`src/rtl/lpm_pkg.sv`:
```
package lpm_pkg;

  typedef enum logic [2:0] {
    ST_ACTIVE     = 3'd0,
    ST_SLEEP_PEND = 3'd1,
    ST_SLEEP      = 3'd2,
    ST_WAKE       = 3'd3,
    ST_SUSP_PEND  = 3'd4,
    ST_SUSP       = 3'd5
  } lpm_state_e;

  // register addresses owned by the sequencer
  localparam int unsigned A_MODE  = 0;
  localparam int unsigned A_STAT  = 1;
  localparam int unsigned A_TXSET = 2;
  localparam int unsigned A_TXRST = 3;
  localparam int unsigned A_OWN_N = 4;

  // mode register bits
  localparam int unsigned MB_SLEEP = 0;
  localparam int unsigned MB_SUSP  = 1;
  localparam int unsigned MB_WAKE  = 2;

  // status register bits (awake)
  localparam int unsigned SB_SUSP_ACK  = 0;
  localparam int unsigned SB_ACTIVE    = 1;
  localparam int unsigned SB_ERR_PASS  = 2;
  localparam int unsigned SB_BUSOFF    = 3;
  localparam int unsigned SB_BUSY      = 4;
  localparam int unsigned SB_SLEEP_ACK = 6;
  localparam int unsigned SB_TX_IDLE   = 15;

  localparam logic [15:0] SLEEP_STATUS = 16'hF040;

endpackage

```
`src/rtl/lpm_wake_cnt.sv`:
```
module lpm_wake_cnt #(
  parameter int unsigned IDLE_BITS = 11
) (
  input  logic clk,
  input  logic rst_n,
  input  logic arm,
  input  logic bit_stb,
  input  logic can_rx,
  output logic idle_seen
);
  localparam int unsigned CNT_W = $clog2(IDLE_BITS + 1);
  localparam logic [CNT_W-1:0] LAST = CNT_W'(IDLE_BITS - 1);

  logic [CNT_W-1:0] cnt_q, cnt_d;

  always_comb begin
    cnt_d     = cnt_q;
    idle_seen = 1'b0;
    if (!arm) begin
      cnt_d = '0;
    end else if (bit_stb) begin
      if (!can_rx) begin
        cnt_d = '0;
      end else if (cnt_q == LAST) begin
        idle_seen = 1'b1;
        cnt_d     = '0;
      end else begin
        cnt_d = cnt_q + 1'b1;
      end
    end
  end

  always_ff @(posedge clk or negedge rst_n) begin
    if (!rst_n) cnt_q <= '0;
    else        cnt_q <= cnt_d;
  end
endmodule

```
`src/rtl/lpm_frame_track.sv`:
```
module lpm_frame_track (
  input  logic clk,
  input  logic rst_n,
  input  logic frm_done,
  input  logic frm_is_tx,
  input  logic arb_lost,
  output logic sleep_evt
);
  logic arb_seen_q, arb_seen_d;

  // a frame ending lets sleep in if it was our own transmission,
  // or a reception that followed a lost arbitration
  always_comb begin
    sleep_evt  = frm_done & (frm_is_tx | arb_seen_q | arb_lost);
    arb_seen_d = arb_seen_q;
    if (frm_done)      arb_seen_d = 1'b0;
    else if (arb_lost) arb_seen_d = 1'b1;
  end

  always_ff @(posedge clk or negedge rst_n) begin
    if (!rst_n) arb_seen_q <= 1'b0;
    else        arb_seen_q <= arb_seen_d;
  end
endmodule

```
`src/rtl/lpm_fsm.sv`:
```
module lpm_fsm
  import lpm_pkg::*;
(
  input  logic       clk,
  input  logic       rst_n,
  input  logic       sleep_req,
  input  logic       susp_req,
  input  logic       wake_en,
  input  logic       mode_wr,
  input  logic       bus_busy,
  input  logic       busoff_rec,
  input  logic       frm_done,
  input  logic       sleep_evt,
  input  logic       bit_stb,
  input  logic       can_rx,
  input  logic       idle_seen,
  output lpm_state_e state_q,
  output logic       enter_sleep,
  output logic       leave_sleep
);
  lpm_state_e state_d;
  logic       bus_wake;

  assign bus_wake = wake_en & bit_stb & ~can_rx;

  always_comb begin
    state_d = state_q;
    unique case (state_q)
      ST_ACTIVE: begin
        if (susp_req)       state_d = ST_SUSP_PEND;
        else if (sleep_req) state_d = ST_SLEEP_PEND;
      end
      ST_SLEEP_PEND: begin
        if (!sleep_req)                 state_d = ST_ACTIVE;
        else if (!bus_busy || sleep_evt) state_d = ST_SLEEP;
      end
      ST_SLEEP: begin
        if (mode_wr || bus_wake) state_d = ST_WAKE;
      end
      ST_WAKE: begin
        if (idle_seen) state_d = ST_ACTIVE;
      end
      ST_SUSP_PEND: begin
        if (!susp_req)                                  state_d = ST_ACTIVE;
        else if (!busoff_rec && (!bus_busy || frm_done)) state_d = ST_SUSP;
      end
      ST_SUSP: begin
        if (!susp_req) state_d = ST_ACTIVE;
      end
      default: state_d = ST_ACTIVE;
    endcase
  end

  assign enter_sleep = (state_q != ST_SLEEP) && (state_d == ST_SLEEP);
  assign leave_sleep = (state_q == ST_SLEEP) && (state_d != ST_SLEEP);

  always_ff @(posedge clk or negedge rst_n) begin
    if (!rst_n) state_q <= ST_ACTIVE;
    else        state_q <= state_d;
  end
endmodule

```
`src/rtl/lpm_regs.sv`:
```
module lpm_regs
  import lpm_pkg::*;
#(
  parameter int unsigned ADDR_W = 4,
  parameter int unsigned DATA_W = 16,
  parameter int unsigned NMB    = 8
) (
  input  logic              clk,
  input  logic              rst_n,
  input  logic              reg_wr,
  input  logic              reg_rd,
  input  logic [ADDR_W-1:0] reg_addr,
  input  logic [DATA_W-1:0] reg_wdata,
  output logic [DATA_W-1:0] reg_rdata,
  output logic              ext_wr,
  input  logic [DATA_W-1:0] ext_rdata,
  input  logic              asleep,
  input  logic              enter_sleep,
  input  logic              leave_sleep,
  input  logic [DATA_W-1:0] status_live,
  input  logic [NMB-1:0]    tx_done_mb,
  input  logic [NMB-1:0]    abort_done_mb,
  output logic              mode_wr,
  output logic              sleep_req,
  output logic              susp_req,
  output logic              wake_en,
  output logic [NMB-1:0]    trs_q,
  output logic [NMB-1:0]    trr_q
);
  logic sel_mode, sel_stat, sel_set, sel_rst, sel_ext;
  logic sleep_req_d, susp_req_d, wake_en_d;
  logic [NMB-1:0] trs_d, trr_d;
  logic wr_ok;

  always_comb begin
    sel_mode = (reg_addr == ADDR_W'(A_MODE));
    sel_stat = (reg_addr == ADDR_W'(A_STAT));
    sel_set  = (reg_addr == ADDR_W'(A_TXSET));
    sel_rst  = (reg_addr == ADDR_W'(A_TXRST));
    sel_ext  = (reg_addr >= ADDR_W'(A_OWN_N));
  end

  // only the mode register stays writable during sleep
  assign wr_ok   = reg_wr & ~asleep;
  assign mode_wr = reg_wr & sel_mode;
  assign ext_wr  = wr_ok & sel_ext;

  always_comb begin
    sleep_req_d = sleep_req;
    susp_req_d  = susp_req;
    wake_en_d   = wake_en;
    if (mode_wr) begin
      sleep_req_d = reg_wdata[MB_SLEEP];
      susp_req_d  = reg_wdata[MB_SUSP];
      wake_en_d   = reg_wdata[MB_WAKE];
    end
    if (leave_sleep) sleep_req_d = 1'b0;
  end

  always_comb begin
    trs_d = trs_q;
    trr_d = trr_q;
    if (wr_ok && sel_set) trs_d = trs_d | reg_wdata[NMB-1:0];
    if (wr_ok && sel_rst) trr_d = trr_d | reg_wdata[NMB-1:0];
    trs_d = trs_d & ~tx_done_mb;
    trr_d = trr_d & ~abort_done_mb;
    if (enter_sleep) begin
      trs_d = '0;
      trr_d = '0;
    end
  end

  always_ff @(posedge clk or negedge rst_n) begin
    if (!rst_n) begin
      sleep_req <= 1'b0;
      susp_req  <= 1'b0;
      wake_en   <= 1'b0;
      trs_q     <= '0;
      trr_q     <= '0;
    end else begin
      sleep_req <= sleep_req_d;
      susp_req  <= susp_req_d;
      wake_en   <= wake_en_d;
      trs_q     <= trs_d;
      trr_q     <= trr_d;
    end
  end

  always_comb begin
    reg_rdata = '0;
    if (reg_rd) begin
      if (asleep) begin
        if (sel_stat) reg_rdata = DATA_W'(SLEEP_STATUS);
      end else if (sel_mode) begin
        reg_rdata[MB_SLEEP] = sleep_req;
        reg_rdata[MB_SUSP]  = susp_req;
        reg_rdata[MB_WAKE]  = wake_en;
      end else if (sel_stat) begin
        reg_rdata = status_live;
      end else if (sel_set) begin
        reg_rdata[NMB-1:0] = trs_q;
      end else if (sel_rst) begin
        reg_rdata[NMB-1:0] = trr_q;
      end else if (sel_ext) begin
        reg_rdata = ext_rdata;
      end
    end
  end
endmodule

```
`src/rtl/can_lpm_seq.sv`:
```
module can_lpm_seq
  import lpm_pkg::*;
#(
  parameter int unsigned ADDR_W    = 4,
  parameter int unsigned DATA_W    = 16,
  parameter int unsigned NMB       = 8,
  parameter int unsigned IDLE_BITS = 11
) (
  input  logic              clk,
  input  logic              rst_n,
  input  logic              reg_wr,
  input  logic              reg_rd,
  input  logic [ADDR_W-1:0] reg_addr,
  input  logic [DATA_W-1:0] reg_wdata,
  output logic [DATA_W-1:0] reg_rdata,
  output logic              ext_wr,
  input  logic [DATA_W-1:0] ext_rdata,
  input  logic              can_rx,
  input  logic              bit_stb,
  input  logic              bus_busy,
  input  logic              frm_done,
  input  logic              frm_is_tx,
  input  logic              arb_lost,
  input  logic              busoff_rec,
  input  logic              err_passive,
  input  logic [NMB-1:0]    tx_done_mb,
  input  logic [NMB-1:0]    abort_done_mb,
  output logic [NMB-1:0]    tx_req,
  output logic [NMB-1:0]    tx_abort,
  output logic              err_cnt_clr,
  output logic              tx_inhibit,
  output logic              sleep_ack,
  output logic              susp_ack,
  output logic              bus_active
);
  logic [1:0]  rst_pipe_q;
  logic        core_rst_n;
  lpm_state_e  state;
  logic        enter_sleep, leave_sleep, idle_seen, sleep_evt;
  logic        mode_wr, sleep_req, susp_req, wake_en;
  logic [DATA_W-1:0] status_live;

  // assert asynchronously, release on the clock
  always_ff @(posedge clk or negedge rst_n) begin
    if (!rst_n) rst_pipe_q <= 2'b00;
    else        rst_pipe_q <= {rst_pipe_q[0], 1'b1};
  end
  assign core_rst_n = rst_pipe_q[1];

  lpm_frame_track u_track (
    .clk       (clk),
    .rst_n     (core_rst_n),
    .frm_done  (frm_done),
    .frm_is_tx (frm_is_tx),
    .arb_lost  (arb_lost),
    .sleep_evt (sleep_evt)
  );

  lpm_wake_cnt #(.IDLE_BITS(IDLE_BITS)) u_idle (
    .clk       (clk),
    .rst_n     (core_rst_n),
    .arm       (state == ST_WAKE),
    .bit_stb   (bit_stb),
    .can_rx    (can_rx),
    .idle_seen (idle_seen)
  );

  lpm_fsm u_fsm (
    .clk         (clk),
    .rst_n       (core_rst_n),
    .sleep_req   (sleep_req),
    .susp_req    (susp_req),
    .wake_en     (wake_en),
    .mode_wr     (mode_wr),
    .bus_busy    (bus_busy),
    .busoff_rec  (busoff_rec),
    .frm_done    (frm_done),
    .sleep_evt   (sleep_evt),
    .bit_stb     (bit_stb),
    .can_rx      (can_rx),
    .idle_seen   (idle_seen),
    .state_q     (state),
    .enter_sleep (enter_sleep),
    .leave_sleep (leave_sleep)
  );

  assign sleep_ack   = (state == ST_SLEEP);
  assign susp_ack    = (state == ST_SUSP);
  assign tx_inhibit  = susp_ack;
  assign bus_active  = (state == ST_ACTIVE) || (state == ST_SLEEP_PEND) ||
                       (state == ST_SUSP_PEND);
  assign err_cnt_clr = enter_sleep;

  always_comb begin
    status_live               = '0;
    status_live[SB_SUSP_ACK]  = susp_ack;
    status_live[SB_ACTIVE]    = bus_active;
    status_live[SB_ERR_PASS]  = err_passive;
    status_live[SB_BUSOFF]    = busoff_rec;
    status_live[SB_BUSY]      = bus_busy;
    status_live[SB_SLEEP_ACK] = sleep_ack;
    status_live[SB_TX_IDLE]   = (tx_req == '0);
  end

  lpm_regs #(.ADDR_W(ADDR_W), .DATA_W(DATA_W), .NMB(NMB)) u_regs (
    .clk           (clk),
    .rst_n         (core_rst_n),
    .reg_wr        (reg_wr),
    .reg_rd        (reg_rd),
    .reg_addr      (reg_addr),
    .reg_wdata     (reg_wdata),
    .reg_rdata     (reg_rdata),
    .ext_wr        (ext_wr),
    .ext_rdata     (ext_rdata),
    .asleep        (sleep_ack),
    .enter_sleep   (enter_sleep),
    .leave_sleep   (leave_sleep),
    .status_live   (status_live),
    .tx_done_mb    (tx_done_mb),
    .abort_done_mb (abort_done_mb),
    .mode_wr       (mode_wr),
    .sleep_req     (sleep_req),
    .susp_req      (susp_req),
    .wake_en       (wake_en),
    .trs_q         (tx_req),
    .trr_q         (tx_abort)
  );
endmodule

```
`config.mk`:
```
export PLATFORM = sky130hd
export DESIGN_NAME = can_lpm_seq
export DESIGN_NICKNAME = d
export VERILOG_FILES = /design/src/rtl/lpm_pkg.sv /design/src/rtl/lpm_wake_cnt.sv /design/src/rtl/lpm_frame_track.sv /design/src/rtl/lpm_fsm.sv /design/src/rtl/lpm_regs.sv /design/src/rtl/can_lpm_seq.sv
export SDC_FILE = /design/constraint.sdc
export NUM_CORES = 1
export LEC_CHECK = 0
export BUFFER_PORTS_ARGS = -buffer_cell sky130_fd_sc_hd__buf_2
export CORE_ASPECT_RATIO = 0.7
export CORE_MARGIN = 8
export CORE_UTILIZATION = 44
export CTS_CLUSTER_SIZE = 40
export DETAILED_ROUTE_END_ITERATION = 16
export GPL_ROUTABILITY_DRIVEN = 0
export GPL_TIMING_DRIVEN = 0
export HOLD_SLACK_MARGIN = 0.08
export PLACE_DENSITY = 0.91
export SETUP_SLACK_MARGIN = 0.4
export SYNTH_ARGS = -nofsm -noshare
export SYNTH_HDL_FRONTEND = slang
export SYNTH_SLANG_ARGS = --single-unit
```
`constraint.sdc`:
```
create_clock -name clk -period 1.9 [get_ports clk]
set_input_delay 0.285 -clock clk [delete_from_list [all_inputs] [get_ports clk]]
set_output_delay 0.285 -clock clk [all_outputs]
set_load 0.02 [all_outputs]
```
# == After elaboration in Yosys (flattened, before gate mapping) ==
# Cells that the tools add are included.
# totals
output_inout_bits,38
word_cells,94
in_bits,64
regBits,29
# classes
muxes,37
reduce_logical,17
order_cmp,1
bitwise,16
n_addsub,1
eq_ne,13
# op_table
cell,count
$mux W16,5
$mux W8,8
$mux W3,10
$pmux W3 S6,1
$and A8 B8 Y8,2
$mux W4,4
$not A8 Y8,2
$or A8 B8 Y8,2
$mux W13,1
$eq A3 B2 Y1 const B,3
$eq A4 B2 Y1 const B,2
$logic_not A8 Y1,1
$mux W1,8
$and A1 B1 Y1,6
$eq A3 B3 Y1 const B,2
$ne A3 B2 Y1 const B,2
$logic_and A1 B1 Y1,5
$logic_or A1 B1 Y1,5
$add A4 B1 Y4 const B,1
$eq A4 B1 Y1 const B,1
$eq A4 B4 Y1 const B,1
$ge A4 B3 Y1 const B,1
$logic_not A4 Y1,1
$reduce_bool A2 Y1,2
other kinds (6),9

# == Longest topological paths before layout ==
# depth
word_depth,10
ltp_mapped,6
depth_no_buf,6

# == Modules after synthesis ==
# A second synthesis with hierarchy kept.
# unflattened
cells_unflattened,219
hier_area_um2,1990.7
# by_module_without_submodules
mod,cells_per_inst,instances,area_per_inst_um2,seq_area_each_um2
lpm_regs,147,1,1348.8,475.5
lpm_wake_cnt,31,1,267.8,100.1
lpm_fsm,25,1,217.7,75.1
can_lpm_seq,13,1,112.6,50.0
lpm_frame_track,3,1,43.8,25.0

# == Least setup slack after synthesis ==
# OpenSTA, ideal clock, no wires.
# synth_timing
path_kind,register -> output
start,reg u_fsm.state_q[0]
end,out reg_rdata[12]
slack_ns,-0.137
arrival_ns,1.752
required_time_ns,1.615
path_stages_with_launch,6
n_path_buf,1
cell_sequence,dfrtp_1 > or3b_1 > buf_6 > inv_2 > nand3_1 > a21boi_0
# synth_via
elab_chain_len,3
# synth_rtl
item,line_no,source
start: declaration,lpm_fsm.sv:17,"output lpm_state_e state_q,"
start signal: assignment,lpm_fsm.sv:59,else state_q <= state_d;
$eq A3 B2 Y1,can_lpm_seq.sv:87,assign sleep_ack = (state == ST_SLEEP);
net sleep_ack,can_lpm_seq.sv:32,"output logic sleep_ack,"
$mux W16,lpm_regs.sv:92,if (asleep) begin
$mux W16,lpm_regs.sv:91,if (reg_rd) begin
end: declaration,can_lpm_seq.sv:15,"output logic [DATA_W-1:0] reg_rdata,"
# The timed path passes the listed nets, and every way through them passes these cells.

# == Worst setup path after layout ==
# layout_timing
start,in reg_addr[0]
end,out reg_rdata[5]
# layout_via
elab_chain_len,8
word_cells_on_any_way,12
cone_classes,order compare: 1; eq/ne: 3; mux: 7; reduce/logical: 1
# layout_rtl
item,line_no,source
start: declaration,can_lpm_seq.sv:13,"input logic [ADDR_W-1:0] reg_addr,"
$ge A4 B3 Y1,lpm_regs.sv:40,sel_ext = (reg_addr >= ADDR_W'(A_OWN_N));
$mux W16,lpm_regs.sv:104,end else if (sel_ext) begin
$mux W8,lpm_regs.sv:102,end else if (sel_rst) begin
$mux W8,lpm_regs.sv:100,end else if (sel_set) begin
$mux W16,lpm_regs.sv:98,end else if (sel_stat) begin
$mux W13 (*),lpm_regs.sv:94,end else if (sel_mode) begin
$mux W16 (*),lpm_regs.sv:92,
$mux W16 (*),lpm_regs.sv:91,
# Every way passes the cells marked *; elsewhere a longest branch is shown, timed or not.

==> flow_summary_export.csv <==
group,metric,value,unit
routing,vias,2232,
routing,drt_pass1_iterations,5,
placed_design,dp_slack,-0.2656,ns
synthesis,ys_async_sr_fraction,1.000,
sta,grt_setup_unrepaired,"true",
synthesis,ys.flop_type,"dfrtp_1",
sta,max_freq,460.5,MHz
critical_path,worst-path-max-fanout,10,
critical_path,critical_path.max_stage_delay,0.49,ns
pwr,cellLeakagePower,1.519,nW
clocking,clk_pin_slew,0.06,ns
pwr,peakVddDrop,718.4,uV
clocking,cts_root_buf,"clkbuf_8",
routing,post_drt_wl_per_cell,23.15,microns
global_route,antenna_found_initial,0,
critical_path,end_kind,"primary output",
placed_design,place_area,0.002460,sq mm
critical_path,crit_path_start,"reg_addr[0]",
floorplan,core,0.003851,sq mm
critical_path,crit_type,"in -> out",
routing,wl,8.518,mm
sta,fin_ws,-0.2714,ns
sta,finalCritPeriodShare,1.143,
critical_path,r2r-start,"u_fsm.state_q[1]$_DFF_PN0_",
sta,relSlewSlack,0.2430,
placed_design,port_buffers,93,
cells_and_area,area_delta_synth_final,93.30,%
critical_path,critPathSlowestCell,"mux2i_1",
placed_design,dpl.hpwl,4.791,mm
floorplan,io_pins,102,
global_route,grt-ovfl-total,0,
synthesis,synth_edf_count,0,
synthesis,synthCells,186,
floorplan,die_w,91.09,microns
synthesis,postSynthAreaPerCell,9.337,sq um
synthesis,ys.warnings.count,0,
clocking,h-tree-depth,2,
clocking,cts-buffers-inserted,5,
routing,post_drt_via_cell_ratio,6.065,
status,status,"complete, but fails checks",
sta,maxSlewViolCount,0,
clocking,clk_path_buf_depth,2,
floorplan,die_height,68.57,microns
critical_path,worst-path-buf-inv,4,
global_route,grt_max_degree,28,
cells_and_area,fin_nets,381,
critical_path,cp_data_required_time,1.62,ns
global_route,first_global_vias,2227,
synthesis,synth_area,0.001737,sq mm
routing,drc,0,
pwr,power,2.479,mW
synthesis,syn_nets,252,
cells_and_area,drive_gt1_frac,0.7278,
synthesis,yosysSeqAreaShare,0.4179,
critical_path,r2r_slack,-0.01,ns
pwr,power_density,738.3,mW/mm^2
sta,finClkSkew,0.004418,ns
cells_and_area,num_antenna_cells,0,
critical_path,crit_chain,"buf_2 -> buf_4 -> clkbuf_2 -> mux2i_1 -> o2bb2ai_4 -> buf_6",
status,violations,"setup timing",
sta,period_needed,2.171,ns
global_route,grt_first_pass_wirelength,11.43,mm
clocking,cts_tree,"built",
synthesis,ys_ff_latch,29,
routing,drt_iter0_markers,178,
clocking,cts_sinks,29,
run,max-cap-violations,0,
sta,finalHoldViolCount,0,
sta,worst-slew-pin-transition,1.135,ns
sta,setup_viol,19,
clocking,clock_latency,0.28,ns
hold_path,hold_start,"abort_done_mb[7]",
critical_path,crit_arrival,1.89,ns
critical_path,startpoint_type,"input pin",
floorplan,num_rows,19,
synthesis,synthDistinctLibCells,50,
floorplan,start_util,0.4509,
global_route,track_usage,0.2323,
cells_and_area,stdcell_area,0.003357,sq mm
cells_and_area,post-route-util,0.8717,
routing,drtAntennaViolNets,0,
floorplan,fp.dieArea,0.006246,sq mm
critical_path,critPathTopFamily,"buffers and inverters",
hold_path,min_path_type,"in -> reg",
final timing paths:
kind	to	cells past startpoint
setup / recovery	reg_rdata[5]	6
hold / removal	u_regs.trr_q[7]$_DFF_PN0_	2
setup reg to reg	u_regs.trr_q[5]$_DFF_PN0_	9
hold reg to reg	rst_pipe_q[1]$_DFF_PN0_	0
max in group asynchronous	u_regs.trs_q[6]$_DFF_PN0_	0
min in group asynchronous	rst_pipe_q[1]$_DFF_PN0_	2
metrics by stage:
stage,TNS (ns),instances,hold slack [ns]
after floorplan,0,186,-0.01059
after detailed placement,-1.181,331,0.07251
after CTS,-1.699,364,0.1522
final,-2.620,368,0.1479
after global placement,-0.8047,331,0.07132
after global routing,-3.426,368,0.1397
power by group:
| part | total (mW) | switching [mW] | internal [mW] | leakage, nW |
|---|---|---|---|---|
| combinational | 1.24 | 0.627 | 0.615 | 1.09 |
| sequential | 0.748 | 0.0731 | 0.675 | 0.383 |
| clock | 0.489 | 0.236 | 0.253 | 0.0450 |
| total | 2.48 | 0.936 | 1.54 | 1.52 |
cell usage in the layout (no fill, tap or decap), drive strengths merged, types with 2 or more instances in the layout:
| cell type | instances |
|---|---|
| or3b | 3 |
| dfrtp | 29 |
| nor4b | 2 |
| ha | 2 |
| nand3 | 6 |
| mux2 | 5 |
| and3 | 5 |
| nand2 | 14 |
| nor2 | 10 |
| buf | 126 |
| inv | 4 |
| nor4 | 3 |
| a21oi | 15 |
| nor3 | 18 |
| nor3b | 2 |
| a21boi | 5 |
| nor2b | 5 |
| a2bb2oi | 2 |
| nand3b | 2 |
| clkbuf | 10 |
| mux2i | 6 |
| or4 | 2 |
| a221oi | 2 |
| and2 | 3 |
| o2bb2ai | 2 |
| o21ai | 6 |
| o211ai | 2 |
| clkinv | 2 |
| o221ai | 3 |
| a31oi | 9 |
state kept, by name, indices dropped and copies added, names as in the netlist:
register,cells
u_regs.trr_q,8
u_regs.trs_q,8
u_idle.cnt_q,4
u_fsm.state_q,3
rst_pipe_q,2
u_regs.sleep_req,1
u_regs.susp_req,1
u_regs.wake_en,1
u_track.arb_seen_q,1
layout make-up:
type	instances	area [sq um]
plain buffers	9	88.84
inverters	4	22.52
repair buffers	122	862.1
multi-input cells	144	1504
flip-flops and latches	29	732.0
well taps	52	65.06
fillers	179	494.2
clock inverters	2	10.01
clock buffers	6	72.57
routing by layer:
metal / up-vias / track usage / share of wire
met5: - / 0 / 0
met4: 0 / 0.1176 / 0.040
met3: 33 / 0.06270 / 0.093
met2: 157 / 0.3991 / 0.47
met1: 1077 / 0.2705 / 0.39
li1: 965 / - / -
synthesized netlist by cell type (2+ instances only):
cell	instances	share of area
and2_1	3	0.011
a21oi_1	15	0.043
inv_1	3	0.0065
nand3b_1	2	0.0086
nor3_1	18	0.052
a21boi_0	3	0.013
nor2b_1	5	0.018
dfrtp_1	29	0.42
mux2i_1	6	0.035
mux2_2	5	0.032
o21ai_0	6	0.017
nand3_1	6	0.017
nor2_1	10	0.022
a31oi_1	9	0.032
o211ai_1	2	0.0086
o221ai_1	3	0.015
buf_2	2	0.0058
and3_1	5	0.018
a221oi_1	2	0.010
or4_1	2	0.0086
nand2_1	14	0.030
clkbuf_1	4	0.0086
a2bb2oi_1	2	0.010
o2bb2ai_1	2	0.010
nor4_1	2	0.0072
ha_1	2	0.014
cells by family after synthesis:
logic type / count (synthesis) / share of synthesized area
and+or+nand+nor: 79 / 0.2680
AOI/OAI and AO/OA: 51 / 0.1938
DFF: 29 / 0.4179
buffers and inverters: 13 / 0.03674
muxes: 11 / 0.06700
adders and majority gates: 2 / 0.01441
other: 1 / 0.002159
repair_timing:
item / in CTS / in global routing
resized for setup: 78 / 53
hold buffers: 1 / 0
hold endpoints to repair: 2 / 0
pin swaps: 22 / 15
buffers inserted: 24 / 4
endpoints found under the setup margin: 41 / 45
Note: power is estimated with default switching activity, not from simulation.
